`config.mk`:
```
export PLATFORM = sky130hd
export DESIGN_NAME = exc_entry_seq
export DESIGN_NICKNAME = d
export VERILOG_FILES = /design/src/rtl/exc_entry_pkg.sv /design/src/rtl/exc_entry_ctrl.sv /design/src/rtl/exc_entry_dp.sv /design/src/rtl/exc_entry_seq.sv
export SDC_FILE = /design/constraint.sdc
export NUM_CORES = 1
export LEC_CHECK = 0
export ABC_CLOCK_PERIOD_IN_PS = 6300
export BUFFER_PORTS_ARGS = -buffer_cell sky130_fd_sc_hd__buf_2
export CAP_MARGIN = 20
export CORE_AREA = 2 2 513 515
export DETAILED_ROUTE_END_ITERATION = 10
export DIE_AREA = 0 0 515 517
export PLACE_DENSITY = 0.45
export REMOVE_ABC_BUFFERS = 1
export SKIP_LAST_GASP = 1
export SLEW_MARGIN = 20
export SYNTH_ARGS = -nofsm -noshare
export SYNTH_HDL_FRONTEND = slang
export SYNTH_HIERARCHICAL = 1
export SYNTH_SLANG_ARGS = --single-unit
export TNS_END_PERCENT = 30
```
`constraint.sdc`:
```
create_clock -name clk -period 6.3 [get_ports clk]
set_input_delay 0.63 -clock clk [delete_from_list [all_inputs] [get_ports clk]]
set_output_delay 0.63 -clock clk [all_outputs]
set_load 0.01 [all_outputs]
```
`src/rtl/exc_entry_pkg.sv`:
```
package exc_entry_pkg;
  localparam int CAUSE_W    = 4;
  localparam int FUNC_W     = 8;
  localparam int OFF_W      = 14;
  localparam int VEC_SHIFT  = 7;   // 128-byte stride between fixed vectors
  localparam int SLOT_SHIFT = 6;   // 64-byte trap-call slots
  localparam int PRIV_BASE   = 'h1000;
  localparam int UNPRIV_BASE = 'h2000;

  typedef enum logic [CAUSE_W-1:0] {
    CAUSE_RESET   = 4'd0,
    CAUSE_MCHECK  = 4'd1,
    CAUSE_IPI     = 4'd2,
    CAUSE_CLOCK   = 4'd3,
    CAUSE_DEVICE  = 4'd4,
    CAUSE_MMFAULT = 4'd5,
    CAUSE_ALIGN   = 4'd6,
    CAUSE_ILLOP   = 4'd7,
    CAUSE_ARITH   = 4'd8,
    CAUSE_FPOFF   = 4'd9,
    CAUSE_TRAP    = 4'd10
  } cause_e;

  typedef struct packed {
    logic             commit;
    logic             swap;
    logic             err;
    logic [OFF_W-1:0] offset;
  } ctrl_strobes_t;
endpackage

```
`src/rtl/exc_entry_ctrl.sv`:
```
module exc_entry_ctrl
  import exc_entry_pkg::*;
(
  input  logic                clk,
  input  logic                rstN,
  input  logic                excValid,
  input  logic [CAUSE_W-1:0]  excCause,
  input  logic [FUNC_W-1:0]   excFunc,
  input  logic                privMode,
  output ctrl_strobes_t       strobes
);
  logic             knownCause;
  logic [OFF_W-1:0] trapOffset;
  logic [OFF_W-1:0] fixedOffset;

  assign knownCause  = (excCause <= CAUSE_TRAP);
  assign fixedOffset = OFF_W'({excCause, {VEC_SHIFT{1'b0}}});
  assign trapOffset  = (excFunc[FUNC_W-1] ? OFF_W'(UNPRIV_BASE) : OFF_W'(PRIV_BASE))
                     + OFF_W'({excFunc[FUNC_W-2:0], {SLOT_SHIFT{1'b0}}});

  always_comb begin
    strobes = '0;
    if (excValid) begin
      if (knownCause) begin
        strobes.commit = 1'b1;
        strobes.swap   = !privMode;
        strobes.offset = (excCause == CAUSE_TRAP) ? trapOffset : fixedOffset;
      end else begin
        strobes.err = 1'b1;
      end
    end
  end

  AST_COMMIT_ERR_EXCL: assert property (@(posedge clk) disable iff (!rstN)
    !(strobes.commit && strobes.err));
  AST_NO_SWAP_PRIV: assert property (@(posedge clk) disable iff (!rstN)
    privMode |-> !strobes.swap);
endmodule

```
`src/rtl/exc_entry_dp.sv`:
```
module exc_entry_dp
  import exc_entry_pkg::*;
#(
  parameter int XLEN    = 64,
  parameter int NSHADOW = 8
) (
  input  logic                      clk,
  input  logic                      rstN,
  input  ctrl_strobes_t             strobes,
  input  logic [XLEN-1:0]           curPc,
  input  logic                      baseWrEn,
  input  logic [XLEN-1:0]           baseWrData,
  input  logic                      modeWrEn,
  input  logic                      modeWrData,
  input  logic [NSHADOW*XLEN-1:0]   archIn,
  output logic                      privMode,
  output logic                      pcLoad,
  output logic [XLEN-1:0]           newPc,
  output logic [XLEN-1:0]           excAddr,
  output logic                      excDone,
  output logic                      excErr,
  output logic                      archWe,
  output logic [NSHADOW*XLEN-1:0]   archOut
);
  logic [XLEN-1:0] baseQ;
  logic            modeQ;

  always_ff @(posedge clk) begin
    if (!rstN) begin
      baseQ   <= '0;
      modeQ   <= 1'b0;
      newPc   <= '0;
      excAddr <= '0;
      pcLoad  <= 1'b0;
      excDone <= 1'b0;
      excErr  <= 1'b0;
      archWe  <= 1'b0;
    end else begin
      pcLoad  <= strobes.commit;
      excDone <= strobes.commit;
      excErr  <= strobes.err;
      archWe  <= strobes.swap;
      if (baseWrEn) baseQ <= baseWrData;
      if (strobes.commit) begin
        newPc   <= baseQ + XLEN'(strobes.offset);
        excAddr <= {curPc[XLEN-1:1], modeQ};
        modeQ   <= 1'b1;
      end else if (modeWrEn) begin
        modeQ <= modeWrData;
      end
    end
  end

  for (genvar k = 0; k < NSHADOW; k++) begin : g_bank
    logic [XLEN-1:0] shadowQ;
    always_ff @(posedge clk) begin
      if (!rstN) begin
        shadowQ                 <= '0;
        archOut[k*XLEN +: XLEN] <= '0;
      end else if (strobes.swap) begin
        shadowQ                 <= archIn[k*XLEN +: XLEN];
        archOut[k*XLEN +: XLEN] <= shadowQ;
      end
    end
  end

  assign privMode = modeQ;

  AST_DONE_SETS_MODE: assert property (@(posedge clk) disable iff (!rstN)
    excDone |-> modeQ);
  AST_SWAP_FROM_NORMAL: assert property (@(posedge clk) disable iff (!rstN)
    archWe |-> !$past(modeQ));
  AST_SAVED_MODE_BIT: assert property (@(posedge clk) disable iff (!rstN)
    excDone |-> (excAddr[0] == $past(modeQ)));
  AST_PC_HOLD: assert property (@(posedge clk) disable iff (!rstN)
    !strobes.commit |=> $stable(newPc));
  AST_ERR_NO_LOAD: assert property (@(posedge clk) disable iff (!rstN)
    excErr |-> !pcLoad);
  AST_DONE_PULSE: assert property (@(posedge clk) disable iff (!rstN)
    excDone == pcLoad);
endmodule

```
`src/rtl/exc_entry_seq.sv`:
```
module exc_entry_seq
  import exc_entry_pkg::*;
#(
  parameter int XLEN    = 64,
  parameter int NSHADOW = 8
) (
  input  logic                     clk,
  input  logic                     rstN,
  input  logic                     excValid,
  input  logic [CAUSE_W-1:0]       excCause,
  input  logic [FUNC_W-1:0]        excFunc,
  input  logic [XLEN-1:0]          curPc,
  input  logic                     baseWrEn,
  input  logic [XLEN-1:0]          baseWrData,
  input  logic                     modeWrEn,
  input  logic                     modeWrData,
  input  logic [NSHADOW*XLEN-1:0]  archIn,
  output logic                     privMode,
  output logic                     pcLoad,
  output logic [XLEN-1:0]          newPc,
  output logic [XLEN-1:0]          excAddr,
  output logic                     excDone,
  output logic                     excErr,
  output logic                     archWe,
  output logic [NSHADOW*XLEN-1:0]  archOut
);
  ctrl_strobes_t strobes;

  exc_entry_ctrl u_ctrl (
    .clk      (clk),
    .rstN     (rstN),
    .excValid (excValid),
    .excCause (excCause),
    .excFunc  (excFunc),
    .privMode (privMode),
    .strobes  (strobes)
  );

  exc_entry_dp #(.XLEN(XLEN), .NSHADOW(NSHADOW)) u_dp (
    .clk        (clk),
    .rstN       (rstN),
    .strobes    (strobes),
    .curPc      (curPc),
    .baseWrEn   (baseWrEn),
    .baseWrData (baseWrData),
    .modeWrEn   (modeWrEn),
    .modeWrData (modeWrData),
    .archIn     (archIn),
    .privMode   (privMode),
    .pcLoad     (pcLoad),
    .newPc      (newPc),
    .excAddr    (excAddr),
    .excDone    (excDone),
    .excErr     (excErr),
    .archWe     (archWe),
    .archOut    (archOut)
  );
endmodule

```
==> out/metrics.csv <==
metric;value;unit
status;complete, no violations;
Worst R2R Path Depth;8;
router iterations before antenna repair;4;
Design Area, Final;62390;sq um
Leakage;25.31;nW
FP Rows;188;
global-route wire length before repair;232300;um
Placer Congestion;0.8091;
ratio of cells with drive above 1 in the final layout;28.27;%
Tmin final;3.238;ns
Non-Filler Instances;9037;
Hold Startpoint;archIn[307];
# Post-CTS Setup Buffers;0;
final core utilization;23.90;%
max incr delay on CP;0.51;ns
Post-Synthesis Cell Area;47310;sq um
WP data arrival;3.89;ns
PortBufs;1301;
ys flop type;dfxtp_1;
Crit-path slowest cell;nor3b_1;
Yosys reg bits;1220;
YS warnings;6;
Layout area overhead;31.87;%
Power, Total;18.49;mW
Least-Margin Pin Slew;1.208;ns
CP Cell Sequence;buf_2 -> nand2b_2 -> o31ai_1 -> ha_1 -> and3_1 -> a22oi_1 -> nor3b_1 -> a21o_1 -> o21ai_1 -> and3_1 -> a211o_1;
chip width;515;um
Clk pin slew, worst setup/hold paths;0.06;ns
Post-DRT Antenna Nets;0;
Post-synth EDFFs;0;
clock latency on the worst-skew pair;0.77;ns
filler cell count;28310;
TritonCTS clock tree;done;
DPL Wire Length;125200;um
reg2reg start;u_dp/baseQ[8];
Final #Nets;6160;
Final Cycle Share;51.40;%
H-tree depth;4;
post-synth cell types;73;
Mapped Cells;4278;
most frequent cells in the layout;buf_2, dfxtp_1, nor2b_1;
Die ar.;266300;sq um
grt ovf;0;
Die H;517;um
pin count of the biggest net entering global routing;192;
Via density;3.756;
Total Wirelength;165200;um
DRT iter0 DRCs;1507;
Crit path max-delay family;compound AO/OA/AOI/OAI gates;
WP depth;11;
most common cell after layout, fill and taps aside;buf_2;
Placement Setup Slack;2.270;ns
number of global-route vias before repair;33570;
initial antenna violation count;91;
Fin. Hold Viols;0;
effective utilization at floorplan;18.12;%
Worst R2R End;u_dp/newPc[17];
core area;261100;sq um
asr flop ratio synth;0;%
worst min path class;input pin to register;
Worst Clk Skew;0.03367;ns
WHS Endpoint;u_dp/g_bank[4].shadowQ[51];
max-capacitance violation count;0;
placed cell count;8750;
Crit. End Element;register;
vias post-DR;33940;
WL per Instance;18.29;um
synthesized area per cell;11.06;sq um
Hold Slack;0.09894;ns
FMAX;308.8;MHz
all-layer global routing usage;11.73;%
largest fanout on the critical path;8;
number of CTS-inserted buffers;146;
Peak VDD IR;0.0002538;V
Setup crit start kind;input pin;
CP bufs+invs;1;
TNS Setup;0;ns
setup violators final;0;
flop-to-flop setup slack;3.30;ns
Hold Crit Depth;3;
drt drc;0;
clk buf depth;3;
CP Class;input pin to register;
relative slew slack;19.47;%
PwrDens;296.4;nW/um^2
setup ws final;3.062;ns
register area share after synthesis;51.62;%
RSZ-0062 raised after global routing;false;
CTS root buffer;clkbuf_16;
Req. time, crit path;6.95;ns
Final Slew Violations;0;
clk sinks;1220;
I/O Pins;1303;
cell mode on critical path;and3_1;
placed inst area;57450;sq um
area by class of cell:
type	count	area, sq um	area share (%)
diodes	25	62.56	0.1003
clock buffers	215	4203	6.736
clock inverters	39	599.3	0.9606
inverters	17	63.81	0.1023
multi-input cells	2752	21720	34.81
flip-flops and latches	1220	24420	39.14
well taps	3420	4279	6.858
repair buffers	1349	7042	11.29
tightest hold or removal path, cell delays in order:
cell and delay (ns):
buf_2 0.08, mux2i_1 0.05, nor2b_1 0.09
cell usage after synthesis, types with 7 or more instances:
master	number	area, sq um
a31oi_1	21	131.4
xnor2_1	19	166.4
nand3_1	21	105.1
nand2_1	49	183.9
nor2_1	16	60.06
nand3b_1	7	52.55
clkbuf_1	195	732.0
o211ai_1	9	67.56
ha_1	15	187.7
xor2_1	11	96.34
buf_1	87	326.6
a21oi_1	32	160.2
o21ai_0	62	310.3
inv_1	17	63.81
nor3_1	8	40.04
o2111ai_1	8	70.07
or3_1	15	93.84
and3_1	11	68.82
buf_4	7	52.55
nor2b_1	1169	7313
dfxtp_1	1220	24420
o21a_1	7	52.55
mux2i_1	1160	11610
nand4_1	11	68.82
cell families after synthesis:
group	Yosys count	synth area share, %
simple gates	1347	17.57
flops	1220	51.62
mux	1162	24.59
buf+inv	311	2.563
compound gates	191	2.655
xor+xnor	30	0.5553
fa+ha+maj	16	0.4390
other cells	1	0.007926
repair_timing:
action                                 4_1_cts  5_1_grt
resized for setup                            0        0
setup endpoints to repair                    0        0
endpoints found under the hold margin        8        0
hold buffers                                 8        0
how the worst max path moves through the flow:
stage                startpoint        endpoint  slack [ns]
finish              excCause[0]  u_dp/newPc[17]        3.06
global route        excCause[0]  u_dp/newPc[17]        2.86
detailed placement  excCause[0]  u_dp/newPc[17]        2.27
CTS                 excCause[0]  u_dp/newPc[17]        3.13
global placement    excCause[0]  u_dp/newPc[17]        2.25
floorplan           excCause[1]     u_dp/archWe     -106.17
sequential cells by signal (all words and copies together), names as in the netlist, 64 cells and up:
signal	count
u_dp/excAddr	64
u_dp/baseQ	64
u_dp/newPc	64
u_dp/g_bank.shadowQ	512
u_dp/archOut	512
per-layer routing:
metal  global-route usage [%]  up-vias  routed length (um)
met5                        0        -                 490
li1                         -    16840                   -
met2                    20.53     1117               81330
met3                    5.155      302               15600
met1                    12.63    15610               63560
met4                    3.621       82                4259
report_power, final:
group	internal, mW	switching, mW
clock network	4.97	3.49
logic	0.861	0.888
registers	8.06	0.220
No activity file was read; power rests on OpenSTA's default activity.
